**src/rtl/a20_gate_pkg.sv**
```systemverilog
package a20_gate_pkg;

   typedef enum logic [1:0] {
      SQ_IDLE  = 2'd0,
      SQ_ARMED = 2'd1,
      SQ_DONE  = 2'd2
   } seq_st_t;

   typedef struct packed {
      logic    raise_ibf;
      logic    load_pin;
      seq_st_t nxt;
   } seq_dec_t;

endpackage

```
**src/rtl/a20_gate_enable.sv**
```systemverilog
module a20_gate_enable (
   input  logic clk,
   input  logic rst_n,
   input  logic en_set,
   output logic en_q
);

   always_ff @(posedge clk) begin
      if (!rst_n)      en_q <= 1'b0;
      else if (en_set) en_q <= 1'b1;
   end

   // once set, the enable holds until reset
   p_en_sticky_r3: assert property (@(posedge clk) disable iff (!rst_n)
      en_q |=> en_q);
   p_en_rise_r3: assert property (@(posedge clk) disable iff (!rst_n)
      en_set |=> en_q);

endmodule

```
**src/rtl/a20_gate_fsm.sv**
```systemverilog
module a20_gate_fsm
   import a20_gate_pkg::*;
#(
   parameter int unsigned         DATA_W   = 8,
   parameter logic [DATA_W-1:0]   CMD_GATE = 8'hD1,
   parameter logic [DATA_W-1:0]   CMD_NOP  = 8'hFF
) (
   input  logic              clk,
   input  logic              rst_n,
   input  logic              en_q,
   input  logic              wr_stb,
   input  logic              wr_cmd,
   input  logic [DATA_W-1:0] wr_data,
   output logic              raise_ibf,
   output logic              load_pin
);

   seq_st_t  st_q;
   seq_dec_t dec;
   logic     is_gate;
   logic     is_nop;

   assign is_gate = wr_cmd && (wr_data == CMD_GATE);
   assign is_nop  = wr_cmd && (wr_data == CMD_NOP);

   always_comb begin
      dec.raise_ibf = 1'b0;
      dec.load_pin  = 1'b0;
      dec.nxt       = st_q;
      if (wr_stb) begin
         if (!en_q) begin
            dec.raise_ibf = 1'b1;
            dec.nxt       = SQ_IDLE;
         end else begin
            unique case (st_q)
               SQ_ARMED: begin
                  if (is_gate) begin
                     dec.nxt = SQ_ARMED;
                  end else if (!wr_cmd) begin
                     dec.load_pin = 1'b1;
                     dec.nxt      = SQ_DONE;
                  end else begin
                     dec.raise_ibf = 1'b1;
                     dec.nxt       = SQ_IDLE;
                  end
               end
               SQ_DONE: begin
                  if (is_gate) begin
                     dec.nxt = SQ_ARMED;
                  end else if (is_nop) begin
                     dec.nxt = SQ_IDLE;
                  end else begin
                     dec.raise_ibf = 1'b1;
                     dec.nxt       = SQ_IDLE;
                  end
               end
               default: begin
                  if (is_gate) begin
                     dec.nxt = SQ_ARMED;
                  end else begin
                     dec.raise_ibf = 1'b1;
                     dec.nxt       = SQ_IDLE;
                  end
               end
            endcase
         end
      end
   end

   always_ff @(posedge clk) begin
      if (!rst_n) st_q <= SQ_IDLE;
      else        st_q <= dec.nxt;
   end

   assign raise_ibf = dec.raise_ibf;
   assign load_pin  = dec.load_pin;

   // a disabled decoder raises the flag on every write and never loads the pin
   p_disabled_raise_r2: assert property (@(posedge clk) disable iff (!rst_n)
      (wr_stb && !en_q) |-> (raise_ibf && !load_pin));
   // a D1h command is never flagged while enabled
   p_gate_quiet_r5: assert property (@(posedge clk) disable iff (!rst_n)
      (wr_stb && en_q && is_gate) |-> !raise_ibf);
   // the pin loads only from a data write, following a D1h command
   p_load_needs_arm_r11: assert property (@(posedge clk) disable iff (!rst_n)
      load_pin |-> (!wr_cmd && st_q == SQ_ARMED && en_q));
   // the complete state always leaves on the next write
   p_done_exits_r10: assert property (@(posedge clk) disable iff (!rst_n)
      (wr_stb && st_q == SQ_DONE) |=> (st_q != SQ_DONE));
   p_no_idle_strobe_r11: assert property (@(posedge clk) disable iff (!rst_n)
      !wr_stb |-> (!raise_ibf && !load_pin));

endmodule

```
**src/rtl/a20_gate_ibf.sv**
```systemverilog
module a20_gate_ibf #(
   parameter bit SET_WINS = 1'b1
) (
   input  logic clk,
   input  logic rst_n,
   input  logic raise,
   input  logic clr,
   output logic ibf_q
);

   logic ibf_d;

   generate
      if (SET_WINS) begin : g_set_first
         always_comb begin
            if (raise)    ibf_d = 1'b1;
            else if (clr) ibf_d = 1'b0;
            else          ibf_d = ibf_q;
         end
      end else begin : g_clr_first
         always_comb begin
            if (clr)        ibf_d = 1'b0;
            else if (raise) ibf_d = 1'b1;
            else            ibf_d = ibf_q;
         end
      end
   endgenerate

   always_ff @(posedge clk) begin
      if (!rst_n) ibf_q <= 1'b0;
      else        ibf_q <= ibf_d;
   end

   // a read clears the flag unless a raise coincides
   p_clr_r9: assert property (@(posedge clk) disable iff (!rst_n)
      (clr && !raise) |=> !ibf_q);
   p_hold_r9: assert property (@(posedge clk) disable iff (!rst_n)
      (!clr && !raise) |=> $stable(ibf_q));

endmodule

```
**src/rtl/a20_gate_pin.sv**
```systemverilog
module a20_gate_pin #(
   parameter logic RST_LEVEL = 1'b1
) (
   input  logic clk,
   input  logic rst_n,
   input  logic load,
   input  logic d,
   output logic q
);

   always_ff @(posedge clk) begin
      if (!rst_n)    q <= RST_LEVEL;
      else if (load) q <= d;
   end

   // the pin moves only when loaded
   p_pin_hold_r11: assert property (@(posedge clk) disable iff (!rst_n)
      !load |=> $stable(q));
   // a load copies the selected data bit
   p_pin_load_r4: assert property (@(posedge clk) disable iff (!rst_n)
      load |=> (q == $past(d)));

endmodule

```
**src/rtl/a20_gate_seq.sv**
```systemverilog
module a20_gate_seq #(
   parameter int unsigned       DATA_W    = 8,
   parameter int unsigned       GATE_BIT  = 1,
   parameter logic [DATA_W-1:0] CMD_GATE  = 8'hD1,
   parameter logic [DATA_W-1:0] CMD_NOP   = 8'hFF,
   parameter logic              A20_RST   = 1'b1,
   parameter bit                SET_WINS  = 1'b1
) (
   input  logic              clk,
   input  logic              rst_n,
   input  logic              en_set,
   input  logic              wr_stb,
   input  logic              wr_cmd,
   input  logic [DATA_W-1:0] wr_data,
   input  logic              cpu_rd,
   output logic              a20_q,
   output logic              ibf_q
);

   generate
      if (GATE_BIT >= DATA_W) begin : g_bad_bit
         $error("GATE_BIT must index inside the data byte");
      end
      if (CMD_GATE == CMD_NOP) begin : g_bad_cmd
         $error("gate and no-op command codes must differ");
      end
   endgenerate

   logic en_q;
   logic raise_ibf;
   logic load_pin;

   a20_gate_enable u_en (
      .clk    (clk),
      .rst_n  (rst_n),
      .en_set (en_set),
      .en_q   (en_q)
   );

   a20_gate_fsm #(
      .DATA_W   (DATA_W),
      .CMD_GATE (CMD_GATE),
      .CMD_NOP  (CMD_NOP)
   ) u_fsm (
      .clk       (clk),
      .rst_n     (rst_n),
      .en_q      (en_q),
      .wr_stb    (wr_stb),
      .wr_cmd    (wr_cmd),
      .wr_data   (wr_data),
      .raise_ibf (raise_ibf),
      .load_pin  (load_pin)
   );

   a20_gate_ibf #(
      .SET_WINS (SET_WINS)
   ) u_ibf (
      .clk   (clk),
      .rst_n (rst_n),
      .raise (raise_ibf),
      .clr   (cpu_rd),
      .ibf_q (ibf_q)
   );

   a20_gate_pin #(
      .RST_LEVEL (A20_RST)
   ) u_pin (
      .clk   (clk),
      .rst_n (rst_n),
      .load  (load_pin),
      .d     (wr_data[GATE_BIT]),
      .q     (a20_q)
   );

   // first cycle out of reset shows the reset values
   p_reset_vals_r1: assert property (@(posedge clk)
      !rst_n |=> (a20_q == A20_RST && !ibf_q));
   // while disabled the pin never changes
   p_disabled_pin_r2: assert property (@(posedge clk) disable iff (!rst_n)
      !en_q |=> $stable(a20_q));

endmodule

```
**config.mk**
```make
export PLATFORM = sky130hd
export DESIGN_NAME = a20_gate_seq
export DESIGN_NICKNAME = d
export VERILOG_FILES = /design/src/rtl/a20_gate_pkg.sv /design/src/rtl/a20_gate_enable.sv /design/src/rtl/a20_gate_fsm.sv /design/src/rtl/a20_gate_ibf.sv /design/src/rtl/a20_gate_pin.sv /design/src/rtl/a20_gate_seq.sv
export SDC_FILE = /design/constraint.sdc
export NUM_CORES = 1
export LEC_CHECK = 0
export ABC_AREA = 1
export BUFFER_PORTS_ARGS = -buffer_cell sky130_fd_sc_hd__buf_4
export CAP_MARGIN = 20
export CORE_AREA = 3 3 40 42
export CTS_BUF_LIST = sky130_fd_sc_hd__clkbuf_8 sky130_fd_sc_hd__clkbuf_16
export CTS_CLUSTER_SIZE = 40
export DETAILED_ROUTE_END_ITERATION = 10
export DIE_AREA = 0 0 43 45
export PLACE_DENSITY = 0.47
export SLEW_MARGIN = 30
export SYNTH_ARGS = -nofsm -noshare
export SYNTH_HDL_FRONTEND = slang
export SYNTH_HIERARCHICAL = 1
export SYNTH_SLANG_ARGS = --single-unit
```
**constraint.sdc**
```tcl
create_clock -name clk -period 1.4 [get_ports clk]
set_input_delay 0.14 -clock clk [delete_from_list [all_inputs] [get_ports clk]]
set_output_delay 0.14 -clock clk [all_outputs]
set_load 0.01 [all_outputs]
```
Word level (Yosys, flattened, before mapping)

Index checks and enable logic that the tools add are counted.

Register bits: 5
Bits of input ports: 14
Word-level logic and storage cells: 29

Eq/ne operators: 4
Mux-type cells: 18
Reduce and logical (&&, ||, !) cells: 3

Operators with widths:

| cell                                           | count |
|---|---|
| == test 8 bit (second input constant)          | 2 |
| 2-to-1 mux 1 bit                               | 11 |
| 2-to-1 mux 2 bit                               | 5 |
| 2-to-1 mux 4 bit                               | 1 |
| == test 2 x 1 -> 1 bit (second input constant) | 1 |
| == test 2 bit (second input constant)          | 1 |
| logical AND 1 bit                              | 2 |
| one-hot mux 1 bit (2 select lines)             | 1 |
| nonzero test 2 bit                             | 1 |

Longest topological paths before layout

Gate-level depths: netlist (run 1).

Depth after elaboration: 8
Depth in mapped cells: 9

By module

Netlist (run 1), hierarchy kept.

Modules (own cells, without submodules):

| module          | instances | cells an instance | area an instance (um2) |
|---|---|---|---|
| a20_gate_fsm    | 1         | 39                | 246.5 |
| a20_gate_ibf    | 1         | 6                 | 43.8 |
| a20_gate_pin    | 1         | 5                 | 43.8 |
| a20_gate_enable | 1         | 4                 | 31.3 |

Worst setup path before layout (run 1)

No wires, ideal clock.

Path kind: register -> register
Start: register u_fsm.st_q[0]
End: register u_ibf.ibf_q
Library setup time: 66 ps
Data arrival time: 1121 ps
Data required time: 1334 ps
Path slack: 213 ps
Stages on the path, launching flop included: 8
Path buffers: 0
Clock period less this slack: 1187 ps
Cells stage by stage: dfxtp_1 > inv_1 > ha_1 > nor2_1 > o21a_1 > a21oi_1 > inv_1 > a21oi_2

Longest elaborated chain between the ends: 5

Ends and longest elaborated chain:

| item                                                           | RTL line           | source |
|---|---|---|
| start, declared                                                | a20_gate_fsm.sv:18 | `seq_st_t st_q;` |
| start signal, assigned                                         | a20_gate_fsm.sv:72 | `else st_q <= dec.nxt;` |
| == test 2 bit / == test 2 x 1 -> 1 bit (equally long branches) | a20_gate_fsm.sv:35 | `unique case (st_q)` |
| one-hot mux 1 bit (2 select lines) *                           | a20_gate_fsm.sv:35 |  |
| 2-to-1 mux 1 bit *                                             | a20_gate_fsm.sv:31 | `if (!en_q) begin` |
| 2-to-1 mux 4 bit *                                             | a20_gate_fsm.sv:30 | `if (wr_stb) begin` |
| via raise_ibf                                                  | a20_gate_seq.sv:30 | `logic raise_ibf;` |
| 2-to-1 mux 1 bit / nonzero test 2 bit (equally long branches)  | --                 |  |
| end signal, assigned                                           | a20_gate_ibf.sv:31 | `else ibf_q <= ibf_d;` |
| end, declared                                                  | a20_gate_ibf.sv:8  | `output logic ibf_q` |

Mark *: on every way through the listed nets, which the timed path passes. The rest lies on a longest branch.
A chain may end at the register's enable or synchronous reset.

Worst setup path after layout (run 1)

Same ends and word-level chain as after synthesis.

==> flow_metrics.env, run 1 <==
export IMPL_clock_slew_seen_by_the_registers_of_the_worst_setup_and_hold_paths_ns=0.04
export IMPL_rsz0062_at_grt="false"
export IMPL_synth_largest_area_cell="sky130_fd_sc_hd__dfxtp_1"
export IMPL_post_synth_inst_count=54
export IMPL_tritoncts_num_buffers=3
export IMPL_routed_wl_um=793
export IMPL_tritoncts="yes"
export IMPL_worst_ep_arrival_time_ns=1.42
export IMPL_clock_fmax_mhz=787
export IMPL_h_tree_depth=1
export IMPL_switching_power_mw=0.101
export IMPL_insertion_delay_ns=0.22
export IMPL_slew_violations=0
export IMPL_cp_start_kind="flop"
export IMPL_root_buffer="sky130_fd_sc_hd__clkbuf_8"
export IMPL_synth_area_leaders="sky130_fd_sc_hd__dfxtp_1, sky130_fd_sc_hd__nand2_1, sky130_fd_sc_hd__inv_1, sky130_fd_sc_hd__ha_1, sky130_fd_sc_hd__nand3b_4"
export IMPL_yosysSeqAreaShare=0.274
export IMPL_run_status="finished clean"
export IMPL_end_kind="flop"
export IMPL_crit_path_max_fanout=3
export IMPL_number_of_sinks_driven_by_the_clock_tree=5
export IMPL_async_flop_share=0
export IMPL_critical_path_required_ns=1.55
export IMPL_total_leakage_power_nw=0.295
export IMPL_power_switching_share=0.214
export IMPL_num_nets_final=90
export IMPL_time_the_final_worst_path_needs_with_i_o_delays_and_setup_ns=1.27
export IMPL_io_pins=16
export IMPL_post_route_drc=0
export IMPL_sequentialPowerShare=0.318
export IMPL_grt_antenna_before_repair=0
export IMPL_timing_final_hold_violations=0
export IMPL_clock_skew_final_ns=0.00410
export IMPL_pwr_density_cell_nw_per_um2=871
export IMPL_detail_route_antenna_nets=0
export IMPL_fp_row_count=13
export IMPL_cts_post_setup_buffers_inserted=0
export IMPL_top_flip_flop_cell_by_instance_count_after_synthesis="sky130_fd_sc_hd__dfxtp_1"
export IMPL_worstPathCellList="inv_1, ha_1, nor2_1, o21a_1, a21oi_1, inv_1, a21oi_2"
export IMPL_number_of_global_route_vias_before_repair=348
export IMPL_critPathTopFamily="compound AO/OA/AOI/OAI gates"
export IMPL_fp_dieH_um=45
export IMPL_period_share=0.908
export IMPL_drt_iter0_drc=5
export IMPL_p_clk_frac=0.543
export IMPL_cts_hold_fix_buffers=0
export IMPL_synth_area_per_cell_um2=6.77
export IMPL_grt_start_max_net_pins=5
export IMPL_final_critical_path_setup_slack_ns=0.129
export IMPL_comb_power_share=0.139
export IMPL_gr_total_overflow=0
export IMPL_floorplan_initialDensity=0.284
export IMPL_relSlewSlack=0.908
export IMPL_ys_ff_latch=5
export IMPL_crit_path_max_incr_delay_ns=0.34
export IMPL_die_width_um=43
export IMPL_synth_edff_count=0
export IMPL_top_post_synthesis_cells_by_count="sky130_fd_sc_hd__nand2_1, sky130_fd_sc_hd__inv_1, sky130_fd_sc_hd__dfxtp_1, sky130_fd_sc_hd__nor2_1"
export IMPL_timing_setup_critical_path_class="flop to flop"
export IMPL_fraction_of_final_layout_cells_sized_beyond_drive_strength_1=0.370
export IMPL_drt_pre_antenna_iters=4
export IMPL_post_synth_num_cell_types=15
export IMPL_core_um2=1280
export IMPL_synthToLayoutAreaGrowth_pct=48.3
export IMPL_detail_route_wl_per_cell_um=9.01
export IMPL_yosysWarnings=6
export IMPL_critical_path_cell_with_the_highest_stage_delay="sky130_fd_sc_hd__dfxtp_1"
export IMPL_cell_internal_power_mw=0.371
export IMPL_synthesis_nets=70
export IMPL_postLayoutCoreUtil=0.422
export IMPL_replace_congestion=0.694
export IMPL_synth_top_cell_area_share=0.274
export IMPL_vias=360
export IMPL_antenna_cells_inserted=0
export IMPL_setup_viol_count_final=0
export IMPL_cts_resized_gates=0
export IMPL_critical_path_n_buffers_inverters=2
export IMPL_numPlacedInstances=84
export IMPL_hp_class="input port to flop"
export IMPL_preCtsSetupSlack_ns=0.143
export IMPL_routed_via_density=4.09
export IMPL_post_dp_hpwl_um=689
export IMPL_grt_first_pass_wirelength_mm=1.45
export IMPL_final_cells=88
export IMPL_synth_most_common_cell="sky130_fd_sc_hd__nand2_1"
export IMPL_fin_setup_tns_ns=0
export IMPL_max_cap_viol_count=0
export IMPL_io_buffers=15
export IMPL_ctsLongestPathBuffers=2
export IMPL_grt_use_total=0.103
export IMPL_worst_slew_pin_slew_ns=0.138
export IMPL_design_die_area_um2=1940
export IMPL_max_vdd_ir_drop_v=0.000483
export IMPL_synthesis_area_um2=365
export IMPL_path_common_cell="sky130_fd_sc_hd__inv_1"
export IMPL_holdWs_ns=0.130
## stage by stage
step           power, mW  area [um^2]
2_1_floorplan      0.177          365
3_3_place_gp       0.219          497
6_report           0.472          542
5_1_grt            0.501          542
3_5_place_dp       0.219          497
4_1_cts            0.486          542
## power by group through the flow
stage               clock network (mW)  logic, mW  registers, mW
detailed placement                   0     0.0663          0.152
CTS                              0.269     0.0664          0.150
global placement                     0     0.0661          0.153
global route                     0.276     0.0743          0.151
floorplan                            0     0.0244          0.153
finish                           0.256     0.0655          0.150
## registers in the layout, summed over array words and instances, names as in the netlist
name         cells
u_en/en_q        1
u_fsm/st_q       2
u_ibf/ibf_q      1
u_pin/q          1
## per-layer routing
metal	track usage	vias up	wire length, um	part of all wire
met4	0.0723	0	17	0.021
li1	-	203	-	-
met2	0.144	8	353	0.45
met1	0.130	147	376	0.47
met3	0.0398	2	45	0.057
met5	0	-	0	0
## worst paths after layout
check | from | cells past startpoint | slack, ns | endpoint
worst max-delay path | u_fsm/st_q[0]$_SDFFE_PN0P_ | 7 | 0.13 | u_ibf/ibf_q$_SDFFE_PN0P_
worst min-delay path | en_set | 3 | 0.13 | u_en/en_q$_SDFFE_PN0P_
worst max register to register | u_fsm/st_q[0]$_SDFFE_PN0P_ | 7 | 0.13 | u_ibf/ibf_q$_SDFFE_PN0P_
worst min register to register | u_ibf/ibf_q$_SDFFE_PN0P_ | 2 | 0.46 | u_ibf/ibf_q$_SDFFE_PN0P_
## worst min-delay path, delay by kind of cell
family        cells  cell delay, ns
buf+inv           1            0.07
simple gates      2            0.10
## cells in the final DEF (no fill, tap or decap)
master | synthesis | layout
sky130_fd_sc_hd__nor2_4 | 1 | 1
sky130_fd_sc_hd__buf_4 | 0 | 15
sky130_fd_sc_hd__clkbuf_8 | 0 | 3
sky130_fd_sc_hd__nand2_1 | 14 | 14
sky130_fd_sc_hd__inv_1 | 12 | 13
sky130_fd_sc_hd__nand4_1 | 2 | 2
sky130_fd_sc_hd__nor2_2 | 3 | 3
sky130_fd_sc_hd__nand2_2 | 1 | 1
sky130_fd_sc_hd__a21oi_1 | 3 | 3
sky130_fd_sc_hd__dfxtp_1 | 5 | 5
sky130_fd_sc_hd__o21a_1 | 1 | 1
sky130_fd_sc_hd__nand3_2 | 1 | 1
sky130_fd_sc_hd__nand3b_4 | 1 | 1
sky130_fd_sc_hd__nor2_1 | 5 | 5
sky130_fd_sc_hd__a21oi_2 | 2 | 2
sky130_fd_sc_hd__ha_1 | 2 | 2
sky130_fd_sc_hd__nand3_1 | 1 | 1
## logic make-up after synthesis
group	synth area share
AOI/OAI and AO/OA	0.110
and+or+nand+nor	0.425
adders and majority gates	0.0685
buffers and inverters	0.123
DFF	0.274
## area by class of cell
type / instances / area, um^2
flip-flops and latches: 5 / 100
clock buffers: 3 / 41.3
clock inverters: 1 / 3.75
multi-input cells: 37 / 220
repair buffers: 15 / 113
well taps: 15 / 18.8
inverters: 12 / 45.0
fillers: 150 / 743
(Power assumes the default switching activity.)
==> run 2, diff against run 1 <==
--- a/config.mk
+++ b/config.mk
@@ -13,7 +13,7 @@
 export CTS_CLUSTER_SIZE = 40
 export DETAILED_ROUTE_END_ITERATION = 10
 export DIE_AREA = 0 0 43 45
-export PLACE_DENSITY = 0.47
+export HOLD_SLACK_MARGIN = 0.15
 export SLEW_MARGIN = 30
 export SYNTH_ARGS = -nofsm -noshare
 export SYNTH_HDL_FRONTEND = slang
==> run 2 against run 1 <==
Critical path depth stayed put. Highest routed layer unchanged. Final cell count rose by 2.3%. Largest cell class unchanged. Hold slack improved by 0.034 ns. Utilization up 1.6 points. Sequential power is essentially flat. Routed wire length decreased by 1.9%. Register-to-register slack improved by 0.02 ns. Clock power up 3%.
==> flow_metrics.env, run 2 (same netlist as run 1, synthesis figures left out) <==
export IMPL_relSlewSlack=0.909
export IMPL_clock_skew_final_ns=0.000598
export IMPL_insertion_delay_ns=0.22
export IMPL_fp_dieH_um=45
export IMPL_grt_use_total=0.0974
export IMPL_total_leakage_power_nw=0.303
export IMPL_timing_setup_critical_path_class="flop to flop"
export IMPL_num_nets_final=92
export IMPL_cp_start_kind="flop"
export IMPL_io_pins=16
export IMPL_end_kind="flop"
export IMPL_max_vdd_ir_drop_v=0.000553
export IMPL_fin_setup_tns_ns=0
export IMPL_post_dp_hpwl_um=636
export IMPL_fraction_of_final_layout_cells_sized_beyond_drive_strength_1=0.360
export IMPL_worstReg2RegStart="u_fsm/st_q[0]$_SDFFE_PN0P_"
export IMPL_io_buffers=15
export IMPL_detail_route_wl_per_cell_um=8.64
export IMPL_hp_class="input port to flop"
export IMPL_cts_resized_gates=0
export IMPL_fp_row_count=13
export IMPL_grt_antenna_before_repair=0
export IMPL_area_sequential_um2=100
export IMPL_routed_wl_um=778
export IMPL_gr_total_overflow=0
export IMPL_vias=379
export IMPL_post_route_drc=0
export IMPL_root_buffer="sky130_fd_sc_hd__clkbuf_8"
export IMPL_tritoncts="yes"
export IMPL_time_the_final_worst_path_needs_with_i_o_delays_and_setup_ns=1.25
export IMPL_run_status="finished clean"
export IMPL_number_of_global_route_vias_before_repair=356
export IMPL_clock_slew_seen_by_the_registers_of_the_worst_setup_and_hold_paths_ns=0.04
export IMPL_tritoncts_num_buffers=3
export IMPL_detail_route_antenna_nets=0
export IMPL_hold_path_startpoint="wr_data[1]"
export IMPL_routed_via_density=4.21
export IMPL_setup_viol_count_final=0
export IMPL_crit_path_start="u_fsm/st_q[0]$_SDFFE_PN0P_"
export IMPL_pwr_density_cell_nw_per_um2=860
export IMPL_final_cell_mix="sky130_fd_sc_hd__buf_4, sky130_fd_sc_hd__nand2_1, sky130_fd_sc_hd__inv_1, sky130_fd_sc_hd__nor2_1, sky130_fd_sc_hd__dfxtp_1"
export IMPL_cts_post_setup_buffers_inserted=0
export IMPL_design_die_area_um2=1940
export IMPL_core_um2=1280
export IMPL_antenna_cells_inserted=0
export IMPL_critical_path_required_ns=1.56
export IMPL_rsz0062_at_grt="false"
export IMPL_cts_hold_fix_buffers=2
export IMPL_max_cap_viol_count=0
export IMPL_drt_iter0_drc=2
export IMPL_area_of_the_multi_input_gates_um2=220
export IMPL_period_share=0.895
export IMPL_report_power_total_mw=0.483
export IMPL_timing_final_hold_violations=0
export IMPL_slew_violations=0
export IMPL_number_of_sinks_driven_by_the_clock_tree=5
export IMPL_regMostFlops="u_fsm/st_q"
export IMPL_fill_cells=147
export IMPL_worst_slew_pin_slew_ns=0.136
export IMPL_worst_ep_arrival_time_ns=1.41
export IMPL_replace_congestion=0.682
export IMPL_grt_start_max_net_pins=5
export IMPL_h_tree_depth=1
export IMPL_clock_fmax_mhz=798
export IMPL_drt_pre_antenna_iters=3
export IMPL_crit_path_max_fanout=3
export IMPL_synthToLayoutAreaGrowth_pct=53.8
export IMPL_largest_reg_flops=2
export IMPL_die_width_um=43
export IMPL_layout_commonest_cell="sky130_fd_sc_hd__buf_4"
export IMPL_grt_first_pass_wirelength_mm=1.38
export IMPL_floorplan_initialDensity=0.284
export IMPL_ctsLongestPathBuffers=2
==> run 2: area by class of cell <==
type                    count  area share
flip-flops and latches      5       0.178
inverters                  12      0.0802
clock buffers               3      0.0735
multi-input cells          37       0.392
well taps                  15      0.0334
repair buffers             17       0.236
clock inverters             1     0.00668
==> run 2: path summary, 6_finish.rpt <==
path | endpoint | slack (ns) | cells after the start
worst max-delay path | u_ibf/ibf_q$_SDFFE_PN0P_ | 0.15 | 7
worst min-delay path | u_pin/q$_SDFFE_PN1P_ | 0.16 | 3
worst max register to register | u_ibf/ibf_q$_SDFFE_PN0P_ | 0.15 | 7
worst min register to register | u_pin/q$_SDFFE_PN1P_ | 0.47 | 2
==> run 2: power breakdown <==
group	switching [mW]	internal [mW]	total, mW
clock	0.0748	0.188	0.263
sequential	0.00311	0.147	0.150
combinational	0.0303	0.0395	0.0699
==> run 2: worst max-delay path, stage by stage, from the launching register on <==
cell and delay, ns:
sky130_fd_sc_hd__dfxtp_1 0.35, sky130_fd_sc_hd__inv_1 0.05, sky130_fd_sc_hd__ha_1 0.29, sky130_fd_sc_hd__nor2_1 0.04, sky130_fd_sc_hd__o21a_1 0.15, sky130_fd_sc_hd__a21oi_1 0.13
sky130_fd_sc_hd__inv_1 0.06, sky130_fd_sc_hd__a21oi_2 0.11
==> run 2: layer usage <==
metal / wire (um) / track usage
met1: 332 / 0.106
met2: 364 / 0.162
met3: 63 / 0.0279
met4: 17 / 0.0723
met5: 0 / 0
==> run 2: stage by stage <==
step	util	cells	instance area (um^2)	setup WS, ns	hold slack [ns]
after floorplan	-	54	365	0.213	0.212
after global placement	0.387	84	497	0.179	0.343
after detailed placement	0.387	84	497	0.144	0.353
after CTS	0.437	90	562	0.134	0.163
after global routing	0.437	90	562	0.0356	0.181
final	0.437	90	562	0.147	0.164
==> run 3, diff against run 2 <==
--- a/config.mk
+++ b/config.mk
@@ -5,7 +5,6 @@
 export SDC_FILE = /design/constraint.sdc
 export NUM_CORES = 1
 export LEC_CHECK = 0
-export ABC_AREA = 1
 export BUFFER_PORTS_ARGS = -buffer_cell sky130_fd_sc_hd__buf_4
 export CAP_MARGIN = 20
 export CORE_AREA = 3 3 40 42
==> run 3 against run 2 <==
Non-clock buffer count increased by 2. First-iteration DRC count increased by 50%. Fmax decreased by 6.3%. Clock power decreased by 3%. Sequential share of layout area increased by 1.6 points. Sequential power about the same. Register-to-register slack got worse by 0.08 ns. Sequential cell count unchanged. Largest power group unchanged.
==> flow_metrics.env, run 3 <==
export IMPL_run_status="finished clean"
export IMPL_post_synth_num_cell_types=17
export IMPL_report_power_total_mw=0.468
export IMPL_timing_final_hold_violations=0
export IMPL_regMostFlops="u_fsm/st_q"
export IMPL_synth_top_cell_area_share=0.345
export IMPL_yosysWarnings=6
export IMPL_replace_congestion=0.785
export IMPL_worst_ep_arrival_time_ns=1.45
export IMPL_fraction_of_final_layout_cells_sized_beyond_drive_strength_1=0.527
export IMPL_drt_pre_antenna_iters=2
export IMPL_insertion_delay_ns=0.22
export IMPL_slew_violations=0
export IMPL_clock_fmax_mhz=747
export IMPL_floorplan_initialDensity=0.226
export IMPL_dominant_combinational_cell_family_by_area_after_synthesis="simple AND/OR/NAND/NOR gates"
export IMPL_io_buffers=15
export IMPL_tritoncts="yes"
export IMPL_top_flip_flop_cell_by_instance_count_after_synthesis="sky130_fd_sc_hd__dfxtp_1"
export IMPL_routed_wl_um=746
export IMPL_worst_slew_pin_slew_ns=0.340
export IMPL_critical_path_required_ns=1.51
export IMPL_design_die_area_um2=1940
export IMPL_ys_ff_latch=5
export IMPL_timing_setup_critical_path_class="flop to flop"
export IMPL_period_share=0.956
export IMPL_layout_commonest_cell="sky130_fd_sc_hd__buf_4"
export IMPL_grt_antenna_before_repair=0
export IMPL_yosysSeqAreaShare=0.345
export IMPL_die_width_um=43
export IMPL_core_um2=1280
export IMPL_post_dp_hpwl_um=581
export IMPL_crit_path_max_fanout=2
export IMPL_synth_compound_area_share=0.220
export IMPL_synth_edff_count=0
export IMPL_rsz0062_at_grt="false"
export IMPL_synth_adder_area_share=0.0862
export IMPL_synthesis_nets=48
export IMPL_number_of_global_route_vias_before_repair=304
export IMPL_end_kind="flop"
export IMPL_largest_reg_flops=2
export IMPL_synthesis_area_um2=290
export IMPL_synthToLayoutAreaGrowth_pct=82.3
export IMPL_max_vdd_ir_drop_v=0.000633
export IMPL_fill_cells=127
export IMPL_parity_gate_share_of_the_synthesized_area_counting_xor_and_xnor_cells=0
export IMPL_grt_first_pass_wirelength_mm=1.24
export IMPL_postLayoutCoreUtil=0.412
export IMPL_detail_route_wl_per_cell_um=10.7
export IMPL_drt_iter0_drc=3
export IMPL_hp_class="input port to flop"
export IMPL_area_sequential_um2=103
export IMPL_synth_area_leaders="sky130_fd_sc_hd__dfxtp_1, sky130_fd_sc_hd__o21a_1, sky130_fd_sc_hd__ha_1, sky130_fd_sc_hd__nand2_1, sky130_fd_sc_hd__nor2b_4"
export IMPL_time_the_final_worst_path_needs_with_i_o_delays_and_setup_ns=1.34
export IMPL_setup_viol_count_final=0
export IMPL_post_route_drc=0
export IMPL_io_pins=16
export IMPL_max_cap_viol_count=0
export IMPL_relSlewSlack=0.771
export IMPL_h_tree_depth=1
export IMPL_num_nets_final=72
export IMPL_routed_via_density=4.57
export IMPL_fp_row_count=13
export IMPL_area_of_the_multi_input_gates_um2=204
export IMPL_total_leakage_power_nw=0.222
export IMPL_grt_use_total=0.0876
export IMPL_cts_post_setup_buffers_inserted=0
export IMPL_final_cell_mix="sky130_fd_sc_hd__buf_4, sky130_fd_sc_hd__nand2_1, sky130_fd_sc_hd__o21a_1, sky130_fd_sc_hd__clkbuf_8, sky130_fd_sc_hd__dfxtp_1"
export IMPL_muxShareOfSynthArea=0.0345
export IMPL_top_post_synthesis_cells_by_count="sky130_fd_sc_hd__dfxtp_1, sky130_fd_sc_hd__nand2_1, sky130_fd_sc_hd__o21a_1, sky130_fd_sc_hd__inv_1"
export IMPL_cp_start_kind="flop"
export IMPL_clock_slew_seen_by_the_registers_of_the_worst_setup_and_hold_paths_ns=0.04
export IMPL_antenna_cells_inserted=0
export IMPL_fp_dieH_um=45
export IMPL_vias=320
export IMPL_clock_skew_final_ns=0.00183
export IMPL_number_of_sinks_driven_by_the_clock_tree=5
export IMPL_synth_largest_area_cell="sky130_fd_sc_hd__dfxtp_1"
export IMPL_gr_total_overflow=0
export IMPL_detail_route_antenna_nets=0
export IMPL_post_synth_and_or_nand_nor_area_fraction=0.276
export IMPL_pwr_density_cell_nw_per_um2=884
export IMPL_grt_start_max_net_pins=7
export IMPL_async_flop_share=0
export IMPL_ctsLongestPathBuffers=2
export IMPL_root_buffer="sky130_fd_sc_hd__clkbuf_8"
export IMPL_synth_area_per_cell_um2=9.07
export IMPL_post_synth_inst_count=32
export IMPL_tritoncts_num_buffers=3
==> run 3: cell count changes after synthesis, sizes merged, moves of 3 or more <==
cell | before | now
o21a | 1 | 4
a21oi | 5 | 0
inv | 12 | 3
nand2 | 15 | 5
nor2 | 9 | 2
==> run 3: kinds of logic (layout without fill, tap and decap cells) <==
logic type | after synthesis | after routing
AO/OA/AOI/OAI | 8 | 8
adder cells (fa/ha/maj) | 2 | 2
buffers and inverters | 3 | 26
flip-flops | 5 | 5
multiplexers | 1 | 1
AND/OR/NAND/NOR | 13 | 13
==> run 3: layer usage <==
| metal | part of all wire | track usage | vias up | wire, um |
|---|---|---|---|---|
| met4 | 0.011 | 0.0361 | 0 | 8 |
| met1 | 0.40 | 0.0823 | 146 | 299 |
| met5 | 0 | 0 | - | 0 |
| met3 | 0.044 | 0.0359 | 2 | 33 |
| li1 | - | - | 162 | - |
| met2 | 0.54 | 0.168 | 10 | 405 |
==> run 3: what timing repair did <==
| action | CTS | global route |
|---|---|---|
| pin swaps | 3 | 3 |
| endpoints found under the setup margin | 1 | 1 |
| hold endpoints to repair | 2 | 0 |
| gates resized for setup | 5 | 2 |
| hold buffers | 2 | 0 |
==> run 3: power by group <==
part	total [mW]	internal, mW	switching, mW
Sequential	0.151	0.148	0.00347
Clock	0.256	0.188	0.0685
Combinational	0.0605	0.0393	0.0211
Total	0.468	0.375	0.0931
==> run 3: cell type report <==
class | count | share of cell area
flip-flops and latches | 5 | 0.194
inverters | 3 | 0.0213
clock buffers | 3 | 0.0780
multi-input cells | 24 | 0.385
clock inverters | 1 | 0.00709
repair buffers | 19 | 0.279
well taps | 15 | 0.0355
==> run 3: path summary, 6_finish.rpt <==
check | start | to | slack, ns | cells after the start
hold reg to reg | u_pin/q$_SDFFE_PN1P_ | u_pin/q$_SDFFE_PN1P_ | 0.49 | 2
setup reg to reg | u_fsm/st_q[0]$_SDFFE_PN0P_ | u_ibf/ibf_q$_SDFFE_PN0P_ | 0.06 | 6
hold / removal | wr_data[1] | u_pin/q$_SDFFE_PN1P_ | 0.17 | 3
setup / recovery | u_fsm/st_q[0]$_SDFFE_PN0P_ | u_ibf/ibf_q$_SDFFE_PN0P_ | 0.06 | 6
==> run 3: critical path, stage by stage (launching register included) <==
cell and delay [ns]:
sky130_fd_sc_hd__dfxtp_2 0.34, sky130_fd_sc_hd__inv_2 0.05, sky130_fd_sc_hd__ha_4 0.21, sky130_fd_sc_hd__a211o_1 0.22, sky130_fd_sc_hd__o211ai_1 0.08, sky130_fd_sc_hd__o221ai_1 0.13
sky130_fd_sc_hd__o21a_1 0.19
==> run 3: through the flow <==
step	cells	setup TNS, ns	cell area (um^2)	hold WS (ns)	setup slack (ns)
5_1_grt	70	0	529	0.186	0.00346
2_1_floorplan	32	0	290	0.202	0.0346
4_1_cts	70	0	519	0.157	0.00739
3_3_place_gp	64	-0.00845	437	0.335	-0.00845
6_report	70	0	529	0.174	0.0616
3_5_place_dp	64	-0.0394	437	0.343	-0.0394
